### src/rtl/pf_pkg.sv
package pf_pkg;
  typedef enum logic {
    PF_NEXT   = 1'b0,
    PF_STRIDE = 1'b1
  } pf_mode_e;
endpackage

### src/rtl/pf_stride_track.sv
module pf_stride_track #(
  parameter int AW = 16
) (
  input  logic          clk_i,
  input  logic          rst_ni,
  input  logic          dmd_valid_i,
  input  logic [AW-1:0] dmd_addr_i,
  output logic [AW-1:0] delta_o,
  output logic          trust_o
);
  logic [AW-1:0] last_addr_q, prev_delta_q;
  logic          last_vld_q, delta_vld_q;

  assign delta_o = dmd_addr_i - last_addr_q;
  // confirmed: same nonzero delta on two consecutive accesses
  assign trust_o = last_vld_q && delta_vld_q && (delta_o == prev_delta_q)
                   && (delta_o != '0);

  always_ff @(posedge clk_i or negedge rst_ni) begin
    if (!rst_ni) begin
      last_addr_q  <= '0;
      prev_delta_q <= '0;
      last_vld_q   <= 1'b0;
      delta_vld_q  <= 1'b0;
    end else if (dmd_valid_i) begin
      last_addr_q <= dmd_addr_i;
      last_vld_q  <= 1'b1;
      if (last_vld_q) begin
        prev_delta_q <= delta_o;
        delta_vld_q  <= 1'b1;
      end
    end
  end
endmodule

### src/rtl/pf_candidate.sv
module pf_candidate
  import pf_pkg::*;
#(
  parameter int AW = 16
) (
  input  logic          dmd_valid_i,
  input  logic [AW-1:0] dmd_addr_i,
  input  pf_mode_e      mode_i,
  input  logic [AW-1:0] delta_i,
  input  logic          trust_i,
  output logic          cand_vld_o,
  output logic [AW-1:0] cand_addr_o
);
  always_comb begin
    cand_vld_o  = 1'b0;
    cand_addr_o = dmd_addr_i + AW'(1);
    if (dmd_valid_i) begin
      unique case (mode_i)
        PF_NEXT:   cand_vld_o = 1'b1;
        PF_STRIDE: begin
          cand_vld_o  = trust_i;
          cand_addr_o = dmd_addr_i + delta_i;
        end
        default:   cand_vld_o = 1'b0;
      endcase
    end
  end
endmodule

### src/rtl/pf_issue.sv
module pf_issue #(
  parameter int AW  = 16,
  parameter int GAP = 2
) (
  input  logic          clk_i,
  input  logic          rst_ni,
  input  logic          cand_vld_i,
  input  logic [AW-1:0] cand_addr_i,
  input  logic          pf_ready_i,
  output logic          pf_valid_o,
  output logic [AW-1:0] pf_addr_o
);
  localparam int CW = $clog2(GAP + 2);

  logic [CW-1:0] gap_q;
  logic [AW-1:0] acc_addr_q;
  logic          acc_vld_q;
  logic          fire, dup, load;

  assign fire = pf_valid_o && pf_ready_i;
  assign dup  = acc_vld_q && (cand_addr_i == acc_addr_q);
  assign load = cand_vld_i && !dup && (gap_q == '0) && !fire;

  always_ff @(posedge clk_i or negedge rst_ni) begin
    if (!rst_ni) begin
      gap_q      <= '0;
      acc_addr_q <= '0;
      acc_vld_q  <= 1'b0;
    end else if (fire) begin
      gap_q      <= CW'(GAP);
      acc_addr_q <= pf_addr_o;
      acc_vld_q  <= 1'b1;
    end else if (gap_q != '0) begin
      gap_q <= gap_q - 1'b1;
    end
  end

  always_ff @(posedge clk_i or negedge rst_ni) begin
    if (!rst_ni) begin
      pf_valid_o <= 1'b0;
      pf_addr_o  <= '0;
    end else if (load) begin
      pf_valid_o <= 1'b1;
      pf_addr_o  <= cand_addr_i;
    end else if (fire) begin
      pf_valid_o <= 1'b0;
    end
  end
endmodule

### src/rtl/pf_prefetch.sv
module pf_prefetch
  import pf_pkg::*;
#(
  parameter int AW  = 16,
  parameter int GAP = 2
) (
  input  logic          clk_i,
  input  logic          rst_ni,
  input  logic          dmd_valid_i,
  input  logic [AW-1:0] dmd_addr_i,
  input  logic          mode_i,
  output logic          pf_valid_o,
  output logic [AW-1:0] pf_addr_o,
  input  logic          pf_ready_i
);
  logic [AW-1:0] delta, cand_addr;
  logic          trust, cand_vld;

  pf_stride_track #(.AW(AW)) u_track (
    .clk_i       (clk_i),
    .rst_ni      (rst_ni),
    .dmd_valid_i (dmd_valid_i),
    .dmd_addr_i  (dmd_addr_i),
    .delta_o     (delta),
    .trust_o     (trust)
  );

  pf_candidate #(.AW(AW)) u_cand (
    .dmd_valid_i (dmd_valid_i),
    .dmd_addr_i  (dmd_addr_i),
    .mode_i      (pf_mode_e'(mode_i)),
    .delta_i     (delta),
    .trust_i     (trust),
    .cand_vld_o  (cand_vld),
    .cand_addr_o (cand_addr)
  );

  pf_issue #(.AW(AW), .GAP(GAP)) u_issue (
    .clk_i       (clk_i),
    .rst_ni      (rst_ni),
    .cand_vld_i  (cand_vld),
    .cand_addr_i (cand_addr),
    .pf_ready_i  (pf_ready_i),
    .pf_valid_o  (pf_valid_o),
    .pf_addr_o   (pf_addr_o)
  );
endmodule

### config.mk
export PLATFORM = sky130hd
export DESIGN_NAME = pf_prefetch
export DESIGN_NICKNAME = d
export VERILOG_FILES = /design/src/rtl/pf_pkg.sv /design/src/rtl/pf_stride_track.sv /design/src/rtl/pf_candidate.sv /design/src/rtl/pf_issue.sv /design/src/rtl/pf_prefetch.sv
export SDC_FILE = /design/constraint.sdc
export NUM_CORES = 1
export LEC_CHECK = 0
export BUFFER_PORTS_ARGS = -buffer_cell sky130_fd_sc_hd__clkbuf_2
export CORE_MARGIN = 2
export CORE_UTILIZATION = 25
export DETAILED_ROUTE_END_ITERATION = 16
export PLACE_DENSITY = 0.45
export RECOVER_POWER = 100
export SETUP_SLACK_MARGIN = 0.5
export SLEW_MARGIN = 0
export SYNTH_ARGS = -nofsm -noshare
export SYNTH_HDL_FRONTEND = slang
export SYNTH_SLANG_ARGS = --single-unit
### constraint.sdc
create_clock -name clk_i -period 5.3 [get_ports clk_i]
set_input_delay 0.53 -clock clk_i [delete_from_list [all_inputs] [get_ports clk_i]]
set_output_delay 0.53 -clock clk_i [all_outputs]
set_load 0.01 [all_outputs]
==> results.py <==
metrics = {
    "pwr": {
        "clockPowerShare": 0.206,
        "p_seq_frac": 0.306,
        "p_leak_nw": 2.84,
        "switching_share": 0.399,
        "power.internal_w": 0.00166,
        "combPwrFrac": 0.488,
        "switchingPower_w": 0.00110,
        "ir_drop_mv": 0.208,
        "power_w": 0.00277,
        "p_per_area_nw_per_um2": 409,
    },
    "synthesis": {
        "synth_warnings": 0,
        "netlist_area_um2": 5510,
        "ys_seq_elements": 70,
        "syn_inst": 609,
        "synth.avg_cell_area_um2": 9.04,
        "synth_seq_area_share": 0.318,
        "synth_cell_type_count": 79,
        "yosysTopAreaCell": "dfrtp_1",
        "synth_top_flop_cell": "dfrtp_1",
        "synth_top_area_share": 0.318,
        "syn_nets": 666,
        "synth_common_cells": "dfrtp_1 (70), nand2_1 (64), o21ai_0 (51), inv_1 (43), ha_1 (34)",
        "yosysMostFrequentCell": "dfrtp_1",
        "synth_edf_count": 0,
        "async_flop_share": 1.00,
        "synthTopCellsByArea": "dfrtp_1 (32%), ha_1 (7.7%), mux2_2 (5.7%)",
    },
    "worst_setup_path": {
        "cp.required_ps": 5520,
        "slowest_stage": "or4_4",
        "cp_max_fo": 8,
        "end_kind": "flip-flop",
        "cpPeakStageDelay_ps": 440,
        "start_kind": "flip-flop",
        "arrival_ps": 5110,
        "crit_type": "flip-flop to flip-flop",
        "path_cells": "ha_2, inv_2, fa_2, a21o_1, a31o_2, a211o_1, or4_4, o311ai_4, ha_4, o21ai_1, nor2_1, nor4b_4, a2111oi_0, nor4_1, o2111ai_2, nor4_4, buf_4, a21oi_4, buf_12, mux2_2",
    },
    "global_route": {
        "grt_pass1_wl_mm": 26.8,
        "antenna_found_initial": 0,
        "grt_pass1_vias": 5045,
        "grt_util_all_layers": 0.144,
        "gr-total-overflow": 0,
        "grt_max_degree": 71,
    },
    "sta": {
        "fmax_ghz": 0.204,
        "post-route-min-period_ps": 4900,
        "rsz0062_at_grt": "yes",
        "worst_slew_pin_slew_ps": 3920,
        "skew_ps": 9.88,
        "hold_violations": 0,
        "fin_crit_sh": 0.924,
        "timing.hold.ws_ps": 387,
        "drv_slew": 71,
        "setup_viol": 0,
        "relSlewSlack": -1.62,
    },
    "routing": {
        "post_drt_wl_per_cell_um": 16.9,
        "drt-initial-drc-count": 295,
        "drc_errors": 0,
        "postRouteAntennaNets": 0,
        "num_vias": 4894,
        "drt_wl_total_mm": 16.6,
        "avgViaCountPerCell": 4.99,
        "firstDrtPassIters": 5,
    },
    "clock_tree": {
        "clkSlewWorstSetupHoldPaths_ps": 60,
        "cts.hold.buffers_added": 0,
        "cts-buffers-inserted": 9,
        "cts_max_level": 3,
        "clock-root-buffer": "clkbuf_16",
        "cts.sinks": 70,
        "cts_tree": "built",
        "clockBufferDepth": 2,
        "clk_latency_ps": 340,
    },
    "layout": {
        "area_growth_pct": 22.9,
        "antennaDiodeCount": 0,
        "multi_input_area_um2": 3650,
        "fillers": 2262,
        "fin_cells": 981,
        "fin_nets": 753,
        "drive_above_1_share": 0.230,
        "regArea_um2": 1750,
    },
    "floorplan": {
        "dieArea_um2": 23200,
        "initial_utilization": 0.254,
        "ios": 38,
        "die_w_um": 152,
        "fp.dieH_um": 152,
        "rows": 54,
        "coreArea_um2": 21700,
    },
    "placement": {
        "port_buffers": 37,
        "placed_cells": 950,
        "dp_hpwl_mm": 12.5,
        "gp_congestion": 0.860,
    },
    "outcome": {
        "outcome": "finished with violations",
        "violations": "max-capacitance violations, max-slew violations",
    },
    "min_path": {
        "hp-class": "primary input to flip-flop",
    },
    "job": {
        "cap_violations": 1,
    },
}
## final cells by class
class | instances | share of cell area
sequential | 70 | 0.259
clock inverter | 4 | 0.00333
clock buffer | 12 | 0.0364
inverter | 43 | 0.0238
multi-input combinational | 479 | 0.539
tap | 280 | 0.0518
timing repair buffer | 93 | 0.0872
## kinds of logic after synthesis
logic type,synth area share
buffers and inverters,0.0534
AOI/OAI and AO/OA,0.184
and+or+nand+nor,0.192
DFF,0.318
xor gates and xnor gates,0.0857
adders and majority gates,0.0845
muxes,0.0827
## power by group through the flow
stage	Sequential, W	Clock, W	Combinational [W]
global route	0.000874	0.000610	0.00149
detailed placement	0.000855	0	0.00126
floorplan	0.000855	0	0.000836
finish	0.000847	0.000569	0.00135
CTS	0.000845	0.000583	0.00133
global placement	0.000848	0	0.00125
## worst max-delay path: cells and delay by family, from the launching register on
family | cells | cell delay [ps]
AND/OR/NAND/NOR | 5 | 1460
flip-flops | 1 | 360
adder cells (fa/ha/maj) | 3 | 790
buffers and inverters | 3 | 370
multiplexers | 1 | 270
AO/OA/AOI/OAI | 8 | 1510
## routing by layer
| metal | global-route usage | wire length, um | up-vias |
|---|---|---|---|
| li1 | - | - | 2402 |
| met1 | 0.197 | 8070 | 2358 |
| met2 | 0.227 | 7450 | 110 |
| met3 | 0.0193 | 573 | 24 |
| met4 | 0.0666 | 496 | 0 |
| met5 | 0 | 0 | - |
## final timing paths
| kind | cells past startpoint | slack (ps) | endpoint | startpoint |
|---|---|---|---|---|
| min | 2 | 390 | u_issue.gap_q[0] | pf_ready_i |
| max | 20 | 400 | u_issue.pf_addr_o[4] | u_track.last_addr_q[0] |
| max in group asynchronous | 1 | 1550 | u_track.prev_delta_q[6] | rst_ni |
| max reg2reg | 20 | 400 | u_issue.pf_addr_o[4] | u_track.last_addr_q[0] |
| min reg2reg | 1 | 470 | u_track.delta_vld_q | u_track.delta_vld_q |
| min in group asynchronous | 1 | 1550 | u_issue.gap_q[0] | rst_ni |
## cells in the final DEF (no fill, tap or decap), types with 6 or more instances in the layout
master and count:
clkbuf_16 9, a21o_1 7, nor3b_1 7, ha_1 31, nor3_1 7, clkbuf_2 18
a211oi_1 6, mux2i_1 11, o211ai_1 7, and3_1 8, clkbuf_1 24, xor2_1 18
o21ai_0 48, inv_1 42, xnor2_1 30, nand4_1 11, nand3_1 19, nor2_1 26
dfrtp_1 70, nand2_1 64, buf_4 49, mux2_2 28, a21oi_1 24
## metrics by stage
step           worst slack, ps  area (um2)  setup TNS (ps)   util
5_1_grt                    106        6770               0  0.312
3_5_place_dp              -105        6250            -814  0.288
4_1_cts                    389        6720               0  0.310
2_1_floorplan              507        5530               0      -
3_3_place_gp             -19.5        6250            -126  0.288
6_report                   405        6770               0  0.312
## state kept, by name, indices dropped and copies added (netlist names)
name and cells:
u_issue.pf_valid_o 1, u_track.last_addr_q 16, u_issue.acc_vld_q 1, u_issue.pf_addr_o 16, u_issue.acc_addr_q 16, u_issue.gap_q 2, u_track.delta_vld_q 1, u_track.last_vld_q 1
u_track.prev_delta_q 16
## what timing repair did
| item | 4_1_cts | 5_1_grt |
|---|---|---|
| cloned | 1 | 0 |
| pin swaps | 17 | 12 |
| resized for setup | 15 | 20 |
| buffers inserted | 12 | 2 |
| endpoints found under the setup margin | 17 | 17 |
Note: power is estimated with default switching activity, not from simulation.
